[config.mk]
export PLATFORM = sky130hd
export DESIGN_NAME = tws_ptr_slave
export DESIGN_NICKNAME = d
export VERILOG_FILES = /design/src/rtl/tws_pkg.sv /design/src/rtl/tws_sync.sv /design/src/rtl/tws_evt.sv /design/src/rtl/tws_regbank.sv /design/src/rtl/tws_ptr_slave.sv
export SDC_FILE = /design/constraint.sdc
export NUM_CORES = 1
export LEC_CHECK = 0
export ABC_AREA = 1
export CORE_MARGIN = 4
export CORE_UTILIZATION = 35
export DETAILED_ROUTE_END_ITERATION = 8
export DONT_BUFFER_PORTS = 1
export PLACE_DENSITY = 0.49
export SETUP_SLACK_MARGIN = 0.3
export SLEW_MARGIN = 10
export SYNTH_ARGS = -nofsm -noshare
export SYNTH_HDL_FRONTEND = slang
export SYNTH_HIERARCHICAL = 1
export SYNTH_SLANG_ARGS = --single-unit
[constraint.sdc]
create_clock -name clk_i -period 1.8 [get_ports clk_i]
set_input_delay 0.18 -clock clk_i [delete_from_list [all_inputs] [get_ports clk_i]]
set_output_delay 0.18 -clock clk_i [all_outputs]
set_load 0.005 [all_outputs]
[src/rtl/tws_pkg.sv]
package tws_pkg;
  typedef enum logic [3:0] {
    ST_IDLE, ST_ADDR, ST_ACK, ST_PTR, ST_DATA, ST_GCMD,
    ST_TX, ST_TXEND, ST_MACK, ST_TXLOAD
  } tws_state_e;

  localparam logic [3:0] DEV_PREFIX   = 4'b1110;
  localparam logic [7:0] GC_ADDR_BYTE = 8'h00;
  localparam logic [7:0] GC_RESET_CMD = 8'h06;
  localparam logic [4:0] HS_CODE      = 5'b00001;
endpackage

[src/rtl/tws_sync.sv]
module tws_sync #(
  parameter int W      = 2,
  parameter int STAGES = 2
) (
  input  logic         clk_i,
  input  logic         rst_ni,
  input  logic [W-1:0] d_i,
  output logic [W-1:0] q_o
);
  for (genvar i = 0; i < W; i++) begin : g_bit
    logic [STAGES-1:0] pipe_q;
    if (STAGES == 1) begin : g_one
      always_ff @(posedge clk_i or negedge rst_ni)
        if (!rst_ni) pipe_q <= '1;
        else         pipe_q <= d_i[i];
    end else begin : g_many
      always_ff @(posedge clk_i or negedge rst_ni)
        if (!rst_ni) pipe_q <= '1;
        else         pipe_q <= {pipe_q[STAGES-2:0], d_i[i]};
    end
    assign q_o[i] = pipe_q[STAGES-1];
  end
endmodule

[src/rtl/tws_evt.sv]
module tws_evt (
  input  logic clk_i,
  input  logic rst_ni,
  input  logic scl_s_i,
  input  logic sda_s_i,
  output logic scl_rise_o,
  output logic scl_fall_o,
  output logic start_o,
  output logic stop_o
);
  logic scl_q, sda_q;

  always_ff @(posedge clk_i or negedge rst_ni)
    if (!rst_ni) begin
      scl_q <= 1'b1;
      sda_q <= 1'b1;
    end else begin
      scl_q <= scl_s_i;
      sda_q <= sda_s_i;
    end

  assign scl_rise_o = scl_s_i & ~scl_q;
  assign scl_fall_o = ~scl_s_i & scl_q;
  // conditions only count while SCL is stable high
  assign start_o    = scl_s_i & scl_q & sda_q & ~sda_s_i;
  assign stop_o     = scl_s_i & scl_q & ~sda_q & sda_s_i;
endmodule

[src/rtl/tws_regbank.sv]
module tws_regbank #(
  parameter int                      NUM_REGS = 4,
  parameter int                      IDX_W    = 2,
  parameter logic [NUM_REGS*8-1:0]   REG_INIT = '0
) (
  input  logic             clk_i,
  input  logic             rst_ni,
  input  logic             clr_i,
  input  logic             we_i,
  input  logic [IDX_W-1:0] idx_i,
  input  logic [7:0]       wdata_i,
  input  logic [IDX_W-1:0] rd_idx_i,
  output logic [7:0]       rdata_o
);
  logic [NUM_REGS*8-1:0] flat;

  for (genvar g = 0; g < NUM_REGS; g++) begin : g_reg
    logic [7:0] r_q;
    always_ff @(posedge clk_i or negedge rst_ni)
      if (!rst_ni)                               r_q <= REG_INIT[g*8 +: 8];
      else if (clr_i)                            r_q <= REG_INIT[g*8 +: 8];
      else if (we_i && idx_i == IDX_W'(g))       r_q <= wdata_i;
    assign flat[g*8 +: 8] = r_q;
  end

  assign rdata_o = flat[rd_idx_i*8 +: 8];
endmodule

[src/rtl/tws_ptr_slave.sv]
module tws_ptr_slave #(
  parameter int                    NUM_REGS = 4,
  parameter int                    SYNC_STG = 2,
  parameter logic [NUM_REGS*8-1:0] REG_INIT = 32'hC3_96_5A_A5,
  localparam int                   IDX_W    = (NUM_REGS > 1) ? $clog2(NUM_REGS) : 1
) (
  input  logic             clk_i,
  input  logic             rst_ni,
  input  logic             scl_i,
  input  logic             sda_i,
  input  logic [2:0]       addr_sel_i,
  output logic             sda_oe_o,
  output logic             wr_en_o,
  output logic [IDX_W-1:0] wr_idx_o,
  output logic [7:0]       wr_data_o,
  output logic             gc_reset_o,
  output logic             hs_mode_o
);
  import tws_pkg::*;

  logic scl_s, sda_s, scl_rise, scl_fall, start_evt, stop_evt;

  tws_sync #(.W(2), .STAGES(SYNC_STG)) u_sync (
    .clk_i, .rst_ni, .d_i({scl_i, sda_i}), .q_o({scl_s, sda_s})
  );

  tws_evt u_evt (
    .clk_i, .rst_ni, .scl_s_i(scl_s), .sda_s_i(sda_s),
    .scl_rise_o(scl_rise), .scl_fall_o(scl_fall),
    .start_o(start_evt), .stop_o(stop_evt)
  );

  tws_state_e st_q, nxt_q;
  logic [2:0] cnt_q;
  logic [6:0] sh_q, tx_q;
  logic [7:0] ptr_q, wr_data_q, bank_rd;
  logic       ack_on_q, oe_q, hs_q, wr_en_q, gc_q;

  logic [7:0] rx_byte, rd_byte;
  logic       last_bit, ptr_ok;

  assign rx_byte  = {sh_q, sda_s};
  assign last_bit = (cnt_q == 3'd7);
  assign ptr_ok   = (ptr_q < 8'(NUM_REGS));
  assign rd_byte  = ptr_ok ? bank_rd : 8'h00;

  tws_regbank #(.NUM_REGS(NUM_REGS), .IDX_W(IDX_W), .REG_INIT(REG_INIT)) u_bank (
    .clk_i, .rst_ni, .clr_i(gc_q), .we_i(wr_en_q), .idx_i(ptr_q[IDX_W-1:0]),
    .wdata_i(wr_data_q), .rd_idx_i(ptr_q[IDX_W-1:0]), .rdata_o(bank_rd)
  );

  always_ff @(posedge clk_i or negedge rst_ni) begin
    if (!rst_ni) begin
      st_q      <= ST_IDLE;
      nxt_q     <= ST_IDLE;
      cnt_q     <= '0;
      sh_q      <= '0;
      tx_q      <= '0;
      ptr_q     <= '0;
      wr_data_q <= '0;
      ack_on_q  <= 1'b0;
      oe_q      <= 1'b0;
      hs_q      <= 1'b0;
      wr_en_q   <= 1'b0;
      gc_q      <= 1'b0;
    end else begin
      wr_en_q <= 1'b0;
      gc_q    <= 1'b0;
      if (stop_evt) begin
        st_q <= ST_IDLE;
        oe_q <= 1'b0;
        hs_q <= 1'b0;
      end else if (start_evt) begin
        st_q     <= ST_ADDR;
        cnt_q    <= '0;
        oe_q     <= 1'b0;
        ack_on_q <= 1'b0;
      end else begin
        case (st_q)
          ST_ADDR, ST_PTR, ST_DATA, ST_GCMD: if (scl_rise) begin
            sh_q  <= rx_byte[6:0];
            cnt_q <= cnt_q + 3'd1;
            if (last_bit) begin
              st_q     <= ST_IDLE;  // no ACK unless chosen below
              ack_on_q <= 1'b0;
              case (st_q)
                ST_ADDR: begin
                  if (rx_byte[7:3] == HS_CODE) begin
                    hs_q <= 1'b1;
                  end else if (rx_byte[7:1] == {DEV_PREFIX, addr_sel_i}) begin
                    st_q  <= ST_ACK;
                    nxt_q <= rx_byte[0] ? ST_TX : ST_PTR;
                  end else if (rx_byte == GC_ADDR_BYTE) begin
                    st_q  <= ST_ACK;
                    nxt_q <= ST_GCMD;
                  end
                end
                ST_PTR: begin
                  ptr_q <= rx_byte;
                  st_q  <= ST_ACK;
                  nxt_q <= ST_DATA;
                end
                ST_DATA: begin
                  wr_en_q   <= ptr_ok;
                  wr_data_q <= rx_byte;
                  st_q      <= ST_ACK;
                  nxt_q     <= ST_DATA;
                end
                default: begin  // ST_GCMD
                  if (rx_byte == GC_RESET_CMD) begin
                    gc_q  <= 1'b1;
                    ptr_q <= '0;
                  end
                  st_q  <= ST_ACK;
                  nxt_q <= ST_IDLE;
                end
              endcase
            end
          end
          ST_ACK: if (scl_fall) begin
            if (!ack_on_q) begin
              ack_on_q <= 1'b1;
              oe_q     <= 1'b1;
            end else begin
              ack_on_q <= 1'b0;
              cnt_q    <= '0;
              st_q     <= nxt_q;
              if (nxt_q == ST_TX) begin
                tx_q <= rd_byte[6:0];
                oe_q <= ~rd_byte[7];
              end else begin
                oe_q <= 1'b0;
              end
            end
          end
          ST_TX: begin
            if (scl_rise) begin
              cnt_q <= cnt_q + 3'd1;
              if (last_bit) st_q <= ST_TXEND;
            end else if (scl_fall) begin
              oe_q <= ~tx_q[6];
              tx_q <= {tx_q[5:0], 1'b0};
            end
          end
          ST_TXEND: if (scl_fall) begin
            oe_q <= 1'b0;  // free SDA for master ACK/NACK
            st_q <= ST_MACK;
          end
          ST_MACK: if (scl_rise) st_q <= sda_s ? ST_IDLE : ST_TXLOAD;
          ST_TXLOAD: if (scl_fall) begin
            tx_q  <= rd_byte[6:0];
            oe_q  <= ~rd_byte[7];
            cnt_q <= '0;
            st_q  <= ST_TX;
          end
          default: ;
        endcase
      end
    end
  end

  assign sda_oe_o   = oe_q;
  assign wr_en_o    = wr_en_q;
  assign wr_idx_o   = ptr_q[IDX_W-1:0];
  assign wr_data_o  = wr_data_q;
  assign gc_reset_o = gc_q;
  assign hs_mode_o  = hs_q;
endmodule

==> reports/summary.txt, run 1 <==
Count of different cell masters after synthesis = 36
Power Internal = 3.40 mW
Worst endpoint required time = 2.03 ns
Synth Warn # = 6
Gr usage total = 16.7%
Worst Setup Path Type = flop to flop
Status = finished, violations left
Via density = 4.93
Worst VDD drop = 0.000503 V
Area of the multi-input gates = 2300 um2
Vias in the first global route = 3730
Critical-path maximum fanout = 5
Hold-fix buffers at CTS = 2
Post-DRT Antenna Nets = 0
Placed wire-length estimate = 8000 um
I/O Pins = 21
Die Area = 14700 um2
Fillers = 1258
Share of layout cells above drive strength 1 = 30.1%
Diode count = 0
Failing checks = negative hold slack
1st-pass router iterations = 4
Row count = 41
Setup crit start kind = flop
Tot Pwr = 5.07 mW
Mapped Area = 4480 um2
R2r setup slk = 0.14 ns
Post-Syn Instances = 576
Leading cell type in the layout, fill and taps excluded = nand2_1
Setup crit end kind = flop
Achievable Freq = 0.601 GHz
Leak = 2.72 nW
Synth Flop Type = dfrtp_1
Post-route minimum period = 1.66 ns
Register area share after synthesis = 46.9%
Starting Density = 35.7%
Worst slew pin tran = 0.418 ns
Hold Path Class = primary input to asynchronous set/reset pin
Largest net degree at the start of global routing = 84
Finish-stage setup viols = 0
CTS H-tree depth = 3
Average size of a mapped cell = 7.79 um2
Die H = 121 um
Power share of the combinational group = 24.2%
EDFF count, synth = 0
Remaining Overflow, GRT = 0
Max Cap Viol = 0
Clk sinks = 83
Buffer type at the clock tree root = clkbuf_16
Finished Layout Cells = 794
Post-DR wirelength/cell = 15.2 um
Relative slew slack = 72.1%
Worst-skew pair later-pin latency = 0.34 ns
Yosys reg bits = 83
CTS Buf Count = 9
PD cells = 906 nW/um2
Final #Nets = 626
Setup Skew = 0.00736 ns
Port bufs = 0
Final setup TNS = 0 ns
Hold Worst Slack = -0.467 ns
Die width = 121 um
GPL Wtd Cong = 0.874
Worst r2r src = u_sync/g_bit[0].pipe_q[1]$_DFF_PN1_
WL final = 12000 um
Final design utilization = 44.5%
Syn nets = 585
Register Area = 2110 um2
First-pass GRT wire length = 19100 um
RSZ-0062 raised after global routing = yes
Clock share of power = 35.0%
Critical Path AT = 1.90 ns
Iter 0 DRT Violations = 291
Fin. Hold Viols = 83
Period utilisation layout = 92.5%
Max clock buf depth = 2
DR DRC count = 0
Initial antenna violation count = 0
Async SR Flop Fraction = 100%
TritonCTS clock tree = yes
Critical Path Source = u_sync/g_bit[0].pipe_q[1]$_DFF_PN1_
Via Count = 3913
Core Area = 12600 um2
Fin. max-slew vios = 0
Most frequent cells in the layout = 167 x nand2_1, 57 x dfrtp_1, 53 x nand3_1
Sw frac = 32.9%
Flop pwr share = 40.9%
Clk slew on worst S/H paths = 0.07 ns
Area delta synth->final = 24.7%
Switching power = 1.67 mW
Post-Place Cells = 752
## cell usage after synthesis (2+ instances only)
cell type / number / area, um2
dfrtp_1: 61 / 1530
xor2_1: 3 / 26.3
ha_1: 2 / 25.0
nor2_4: 2 / 22.5
o211ai_1: 16 / 120
nand4_1: 5 / 31.3
a22oi_1: 6 / 45.0
nor2_1: 51 / 191
nand2_2: 8 / 50.1
a21oi_1: 4 / 20.0
buf_6: 4 / 45.0
o21ai_0: 22 / 110
nand3_1: 58 / 290
nand2_1: 188 / 706
buf_4: 7 / 52.6
nand3_2: 6 / 60.1
nand2_4: 4 / 45.0
nand3_4: 2 / 35.0
dfstp_2: 22 / 578
inv_4: 2 / 12.5
o21ai_1: 15 / 75.1
nor2_2: 2 / 12.5
buf_2: 7 / 35.0
or2_2: 3 / 18.8
nor3_1: 5 / 25.0
inv_1: 55 / 206
inv_2: 7 / 26.3
## per-layer routing
| layer | up-vias | GRT usage [%] | part of all wire [%] |
|---|---|---|---|
| li1 | 1944 | - | - |
| met3 | 17 | 2.98 | 3.9 |
| met1 | 1881 | 22.6 | 46 |
| met4 | 0 | 5.74 | 2.0 |
| met2 | 71 | 26.9 | 49 |
| met5 | - | 0 | 0 |
## metrics by stage
stage	area, um2	setup slack (ns)
after floorplan	4550	0.0579
after global placement	4790	0.0870
after detailed placement	4790	0.0574
after CTS	5280	0.106
after global routing	5590	0.0306
final	5590	0.135
## worst max-delay path: stages, from the launching register on
cell,delay (ns)
dfstp_2,0.54
inv_2,0.04
nand2_2,0.04
nor2_2,0.04
buf_6,0.13
buf_6,0.13
nor2_4,0.15
nand2_1,0.09
a21oi_2,0.17
nor2_4,0.07
nand3_1,0.10
nand2_1,0.06
## power by group through the flow
stage / registers (mW) / clock network [mW] / logic [mW]
floorplan: 2.06 / 0 / 0.773
global placement: 2.09 / 0 / 0.951
detailed placement: 2.09 / 0 / 0.957
CTS: 2.06 / 1.84 / 1.04
global route: 2.09 / 1.92 / 1.36
finish: 2.07 / 1.77 / 1.23
## registers in the layout, summed over array words and instances, names as in the netlist, 3 cells and up
name and count:
cnt_q 3, st_q 4, u_bank/g.r_q 32, u_sync/g_bit.pipe_q 4, sh_q 7, ptr_q 8, tx_q 7, wr_data_o 8
nxt_q 3
## what timing repair did
| item | CTS | global route |
|---|---|---|
| hold endpoints to repair | 85 | 83 |
| setup endpoints to repair | 44 | 66 |
| buffers inserted | 9 | 12 |
| cloned | 1 | 2 |
| resized for setup | 30 | 69 |
| pin swaps | 14 | 25 |
## kinds of logic after synthesis
group	after synthesis	synth area share (%)
and+or+nand+nor	337	34.1
buffers and inverters	83	8.51
xor gates and xnor gates	3	0.586
adders and majority gates	2	0.558
DFF	83	46.9
AOI/OAI and AO/OA	68	9.29
## final cells by class
type | count | area share [%]
Tap cell | 172 | 3.85
Timing Repair Buffer | 46 | 7.52
Clock inverter | 6 | 0.872
Multi-Input combinational cell | 413 | 41.2
Sequential cell | 83 | 37.7
Clock buffer | 10 | 4.27
Inverter | 64 | 4.61
## path summary, 6_finish.rpt
check / to / depth (start not counted)
max in group asynchronous: u_evt/scl_q$_DFF_PN1_ / 0
hold / removal: u_bank/g_reg[2].r_q[0]$_DFFE_PN0P_ / 0
min in group clk_i: u_sync/g_bit[1].pipe_q[1]$_DFF_PN1_ / 0
setup / recovery: st_q[1]$_DFFE_PN0P_ / 11
setup reg to reg: st_q[1]$_DFFE_PN0P_ / 11
hold reg to reg: u_sync/g_bit[1].pipe_q[1]$_DFF_PN1_ / 0
No activity file was read; power rests on OpenSTA's default activity.
==> run 2: changes to the inputs <==
--- a/config.mk
+++ b/config.mk
@@ -6,11 +6,13 @@
 export NUM_CORES = 1
 export LEC_CHECK = 0
 export ABC_AREA = 1
+export CELL_PAD_IN_SITES_DETAIL_PLACEMENT = 1
+export CELL_PAD_IN_SITES_GLOBAL_PLACEMENT = 2
 export CORE_MARGIN = 4
-export CORE_UTILIZATION = 35
+export CORE_UTILIZATION = 34
 export DETAILED_ROUTE_END_ITERATION = 8
 export DONT_BUFFER_PORTS = 1
-export PLACE_DENSITY = 0.49
+export PLACE_DENSITY = 0.73
 export SETUP_SLACK_MARGIN = 0.3
 export SLEW_MARGIN = 10
 export SYNTH_ARGS = -nofsm -noshare
==> run 2 against run 1 <==
The run still ends with negative hold slack left. Sequential cell count unchanged. Setup slack got worse by 0.074 ns. Clock skew increased by 0.0011 ns. Critical path depth unchanged. Cell area increased by 1.5%. Clock power increased by 9%. Die area increased by 2.8%. Count of clock-buffer cells in the layout decreased by 1. Sequential share of layout area decreased by 0.58 points. Via count increased by 2.0%. Core utilization decreased by 0.059 points. Register-to-register slack got worse by 0.07 ns.
==> reports/summary.txt, run 2 (synthesized netlist as in run 1, its figures left out) <==
Setup ws final = 0.0608 ns
Status = finished, violations left
Leak = 2.71 nW
Hold Path Class = primary input to asynchronous set/reset pin
Fin. Hold Viols = 83
Diode count = 0
Fin. max-slew vios = 0
Clk slew on worst S/H paths = 0.07 ns
Initial antenna violation count = 0
Core Area = 12800 um2
Failing checks = negative hold slack
Critical-path maximum fanout = 6
Share of layout cells above drive strength 1 = 31.8%
Worst Setup Path Type = flop to flop
Final #Nets = 623
Hold-fix buffers at CTS = 2
Worst endpoint required time = 2.04 ns
Iter 0 DRT Violations = 255
Worst-skew pair later-pin latency = 0.35 ns
Setup crit start kind = flop
Area delta synth->final = 26.6%
Dpl ws = -0.00315 ns
Power Internal = 3.54 mW
Gr usage total = 19.3%
Achievable Freq = 0.575 GHz
Period utilisation layout = 96.6%
Biggest register = u_bank/g.r_q
Critical Path AT = 1.98 ns
CTS Buf Count = 9
Die Area = 15100 um2
Starting Density = 35.1%
Sw frac = 34.3%
Switching power = 1.85 mW
Die width = 123 um
Fillers = 1529
Placed wire-length estimate = 9040 um
First-pass GRT wire length = 22400 um
Setup crit end kind = flop
CTS H-tree depth = 3
PD cells = 948 nW/um2
Die H = 123 um
Max clock buf depth = 2
Remaining Overflow, GRT = 0
Clk sinks = 83
WL final = 13800 um
Via density = 5.05
I/O Pins = 21
Worst VDD drop = 0.000440 V
Worst slew pin tran = 0.421 ns
Post-DRT Antenna Nets = 0
Buffer type at the clock tree root = clkbuf_16
TritonCTS clock tree = yes
DR DRC count = 0
1st-pass router iterations = 4
Via Count = 3992
Flop pwr share = 38.6%
Leading cell type in the layout, fill and taps excluded = nand2_1
RSZ-0062 raised after global routing = yes
Clock share of power = 35.8%
Final design utilization = 44.5%
Hold Worst Slack = -0.481 ns
Post-DR wirelength/cell = 17.5 um
Power share of the combinational group = 25.6%
GPL Wtd Cong = 0.807
Row count = 41
Finish-stage setup viols = 0
Relative slew slack = 71.9%
Setup Skew = 0.00851 ns
Port bufs = 0
Max Cap Viol = 0
Vias in the first global route = 4147
Post-route minimum period = 1.74 ns
Largest net degree at the start of global routing = 84
Flip-flop count of the largest register after layout = 32
Most frequent cells in the layout = 157 x nand2_1, 58 x dfrtp_1, 50 x nand3_1
run 2: path summary, 6_finish.rpt:
path	start	to	slack, ns	cells after the start
worst max-delay path	u_evt/scl_q$_DFF_PN1_	ack_on_q$_DFFE_PN0P_	0.06	11
worst min-delay path	rst_ni	u_bank/g_reg[1].r_q[0]$_DFFE_PN0P_	-0.48	0
worst max register to register	u_evt/scl_q$_DFF_PN1_	ack_on_q$_DFFE_PN0P_	0.06	11
worst min register to register	u_sync/g_bit[0].pipe_q[0]$_DFF_PN1_	u_sync/g_bit[0].pipe_q[1]$_DFF_PN1_	0.35	0
max in group asynchronous	rst_ni	u_sync/g_bit[1].pipe_q[0]$_DFF_PN1_	2.06	0
min in group clk_i	u_sync/g_bit[0].pipe_q[0]$_DFF_PN1_	u_sync/g_bit[0].pipe_q[1]$_DFF_PN1_	0.35	0
run 2: final cells by class:
cell class                 instances  area, um2  share of cell area [%]
clock buffer                       9        225                    3.97
inverter                          64        265                    4.67
tap                              172        215                    3.79
timing repair buffer              43        397                    6.99
multi-input combinational        413       2390                    42.1
sequential                        83       2110                    37.1
clock inverter                     7       75.1                    1.32
run 2: power by group through the flow:
stage	Clock [mW]	Combinational, mW	Sequential, mW
after detailed placement	0	0.982	2.10
after global routing	2.07	1.50	2.09
after CTS	1.98	1.06	2.07
after floorplan	0	0.773	2.06
after global placement	0	0.962	2.09
final	1.93	1.38	2.08
run 2: per-layer routing:
layer / wire (um) / vias up / GRT usage, %
li1: - / 1937 / -
met5: 0 / - / 0
met3: 388 / 14 / 2.86
met4: 220 / 0 / 6.79
met2: 6780 / 43 / 31.8
met1: 6430 / 1998 / 25.8
run 2: repair_timing:
action                     CTS  global route
hold endpoints to repair    85            83
gates cloned                 1             2
setup buffers                5            12
setup endpoints to repair   56            65
gates resized for setup     30            97
pin swaps                   16            35
run 2: per-stage QoR:
| step | area [um2] | total power [mW] | hold slack, ns | setup TNS (ns) | cells |
|---|---|---|---|---|---|
| after floorplan | 4550 | 2.84 | -0.116 | 0 | 576 |
| final | 5680 | 5.38 | -0.481 | 0 | 791 |
| after global routing | 5680 | 5.66 | -0.495 | -0.130 | 791 |
| after global placement | 4790 | 3.06 | -0.114 | 0 | 753 |
| after CTS | 5260 | 5.11 | -0.494 | 0 | 777 |
| after detailed placement | 4790 | 3.08 | -0.113 | -0.00480 | 753 |
run 2: worst max-delay path, stage by stage (launching register included):
cell     delay (ns)
dfstp_2        0.57
nand2_4        0.08
nor2_4         0.13
buf_8          0.15
buf_6          0.11
nor2_4         0.03
nand2_1        0.08
nand2_2        0.08
a21oi_2        0.15
nand3_2        0.12
nand2_2        0.09
o21ai_2        0.05
==> run 3: changes to the inputs <==
--- a/config.mk
+++ b/config.mk
@@ -5,14 +5,13 @@
 export SDC_FILE = /design/constraint.sdc
 export NUM_CORES = 1
 export LEC_CHECK = 0
-export ABC_AREA = 1
 export CELL_PAD_IN_SITES_DETAIL_PLACEMENT = 1
 export CELL_PAD_IN_SITES_GLOBAL_PLACEMENT = 2
 export CORE_MARGIN = 4
-export CORE_UTILIZATION = 34
+export CORE_UTILIZATION = 35
 export DETAILED_ROUTE_END_ITERATION = 8
 export DONT_BUFFER_PORTS = 1
-export PLACE_DENSITY = 0.73
+export PLACE_DENSITY = 0.68
 export SETUP_SLACK_MARGIN = 0.3
 export SLEW_MARGIN = 10
 export SYNTH_ARGS = -nofsm -noshare
==> run 3 against run 2 <==
Critical path depth shrank 6. Clock power fell by 7%. Clock skew down 0.00058 ns. Non-clock buffer count up 37. Setup slack got worse by 0.27 ns. Fmax down 13%. Final cell count decreased by 17%. Sequential share of layout area down 1.9 points. The run ends with negative hold slack, negative setup slack left. Routed wire length down 7.6%. Count of clock-buffer cells in the layout increased by 3.
==> reports/summary.txt, run 3 <==
GPL Wtd Cong = 0.793
Crit path cell chain = and4b_2, a2111oi_4, nand3_2, a31oi_4, mux2_4
Worst-skew pair later-pin latency = 0.36 ns
Top-area cell type share of the netlist area = 33.0%
Setup crit end kind = flop
WL final = 12800 um
Hold Worst Slack = -0.483 ns
Slowest-stage cell, CP = dfstp_2
CP Depth = 5
Remaining Overflow, GRT = 0
Failing checks = negative hold slack, negative setup slack
Placed wire-length estimate = 8750 um
Dpl ws = -0.280 ns
Post-DRT Antenna Nets = 0
Via density = 5.25
Finish-stage setup viols = 41
Hold Path Class = primary input to asynchronous set/reset pin
Post-DR wirelength/cell = 19.5 um
Port bufs = 0
Design Area, Final = 5980 um2
Gr usage total = 18.2%
First-pass GRT wire length = 20900 um
Status = finished, violations left
Final #Nets = 486
Final design utilization = 46.8%
RSZ-0062 raised after global routing = yes
Row count = 41
Most frequent cells in the layout = 64 x buf_4, 58 x dfrtp_1, 44 x mux2i_1
Syn nets = 433
Max clock buf depth = 2
R2r setup slk = -0.21 ns
CTS H-tree depth = 3
Core Area = 12800 um2
Post-synth top cells = 61 x dfrtp_1, 45 x mux2i_1, 37 x nor2_1
R2R Path End = nxt_q[1]$_DFFE_PN0P_
Clk slew on worst S/H paths = 0.06 ns
Fin. Hold Viols = 83
Critical Path AT = 2.25 ns
Synth Warn # = 6
Share of layout cells above drive strength 1 = 43.6%
Leading cell type in the layout, fill and taps excluded = buf_4
Clk sinks = 83
PD cells = 987 nW/um2
Vias in the first global route = 3772
Setup ws final = -0.207 ns
EDFF count, synth = 0
TritonCTS clock tree = yes
Max Cap Viol = 0
Buffer type at the clock tree root = clkbuf_16
Achievable Freq = 0.498 GHz
Async SR Flop Fraction = 100%
Most frequent cell after synthesis = dfrtp_1
Iter 0 DRT Violations = 153
Critical-path maximum fanout = 4
Post-route minimum period = 2.01 ns
1st-pass router iterations = 4
Relative slew slack = 73.0%
Post-Syn Instances = 424
Initial antenna violation count = 0
Period utilisation layout = 112%
Register area share after synthesis = 45.4%
Top post-synthesis cells by area = dfrtp_1 33%, dfstp_2 12%, mux2i_1 9.7%, mux2_2 5.8%, mux4_2 3.9%
Mapped Area = 4630 um2
Flip-flop count of the largest register after layout = 32
I/O Pins = 21
Die H = 123 um
Post-DP Area = 5240 um2
Biggest register = u_bank/g.r_q
Area delta synth->final = 29.1%
Worst Path Buf+Inv = 0
Synth Flop Type = dfrtp_1
Hold-fix buffers at CTS = 2
Via Count = 3432
CP max stage delay = 0.52 ns
DR DRC count = 0
Worst VDD drop = 0.000628 V
Largest net degree at the start of global routing = 84
Worst Setup Path Type = flop to flop
Worst r2r src = u_evt/sda_q$_DFF_PN1_
Setup Skew = 0.00792 ns
CP delay by family, top = compound AO/OA/AOI/OAI gates
Diode count = 0
Post-Place Cells = 621
Die width = 123 um
Cell taking the most area after synthesis = dfrtp_1
Yosys reg bits = 83
Leak = 2.59 nW
Die Area = 15100 um2
Worst slew pin tran = 0.404 ns
Starting Density = 36.3%
Finished Layout Cells = 654
Final setup TNS = -4.77 ns
Worst endpoint required time = 2.04 ns
Reg2reg path depth = 5
Count of different cell masters after synthesis = 63
CTS Buf Count = 9
Tot Pwr = 5.90 mW
Setup crit start kind = flop
Average size of a mapped cell = 10.9 um2
Fin. max-slew vios = 0
run 3: cell count changes in the layout (fill, tap and decap cells not counted), moves of 32 or more:
cell | previous run | this run
mux2i_1 | 0 | 44
nand2_2 | 34 | 2
buf_4 | 26 | 64
nand2_1 | 157 | 29
inv_1 | 49 | 14
nand3_1 | 50 | 4
run 3: per-layer routing:
metal,global-route usage (%),vias up,part of all wire (%)
met4,5.81,0,1.8
li1,-,1596,-
met5,0,-,0
met1,24.5,1772,46
met2,29.0,47,48
met3,4.48,17,4.6
run 3: what timing repair did:
item / 4_1_cts / 5_1_grt
pin swaps: 11 / 10
setup endpoints to repair: 45 / 45
endpoints found under the hold margin: 85 / 83
gates cloned: 1 / 1
gates resized for setup: 41 / 24
setup buffers: 9 / 4
run 3: worst max path at each step:
stage,from,end,slack (ns)
after floorplan,u_sync/g_bit[1].pipe_q[1]$_DFF_PN1_,cnt_q[0]$_DFFE_PN0P_,-0.19
after global routing,u_sync/g_bit[0].pipe_q[1]$_DFF_PN1_,wr_data_o[5]$_DFFE_PN0P_,-0.27
after CTS,u_evt/sda_q$_DFF_PN1_,nxt_q[0]$_DFFE_PN0P_,-0.21
after global placement,st_q[2]$_DFFE_PN0P_,tx_q[5]$_DFFE_PN0P_,-0.28
after detailed placement,u_sync/g_bit[0].pipe_q[1]$_DFF_PN1_,ptr_q[7]$_DFFE_PN0P_,-0.28
final,u_evt/sda_q$_DFF_PN1_,nxt_q[1]$_DFFE_PN0P_,-0.21
run 3: kinds of logic (layout without fill, tap and decap cells):
group | count (synthesis) | after routing | share of synthesized area (%)
AO/OA/AOI/OAI | 46 | 46 | 7.89
XOR/XNOR | 4 | 4 | 0.756
adder cells (fa/ha/maj) | 2 | 2 | 0.540
multiplexers | 78 | 78 | 19.7
flip-flops | 83 | 83 | 45.4
AND/OR/NAND/NOR | 157 | 157 | 19.3
buffers and inverters | 54 | 112 | 6.40
run 3: area by class of cell:
| cell class | count | area [um2] |
|---|---|---|
| flip-flops and latches | 83 | 2110 |
| well taps | 172 | 215 |
| multi-input cells | 287 | 2600 |
| clock inverters | 4 | 23.8 |
| fillers | 1350 | 6800 |
| repair buffers | 80 | 716 |
| clock buffers | 12 | 256 |
| inverters | 16 | 60.1 |
run 3: power breakdown:
part	switching [mW]	internal [mW]	leakage [nW]
clock network	0.794	1.01	0.143
logic	0.902	0.957	1.39
registers	0.211	2.03	1.06
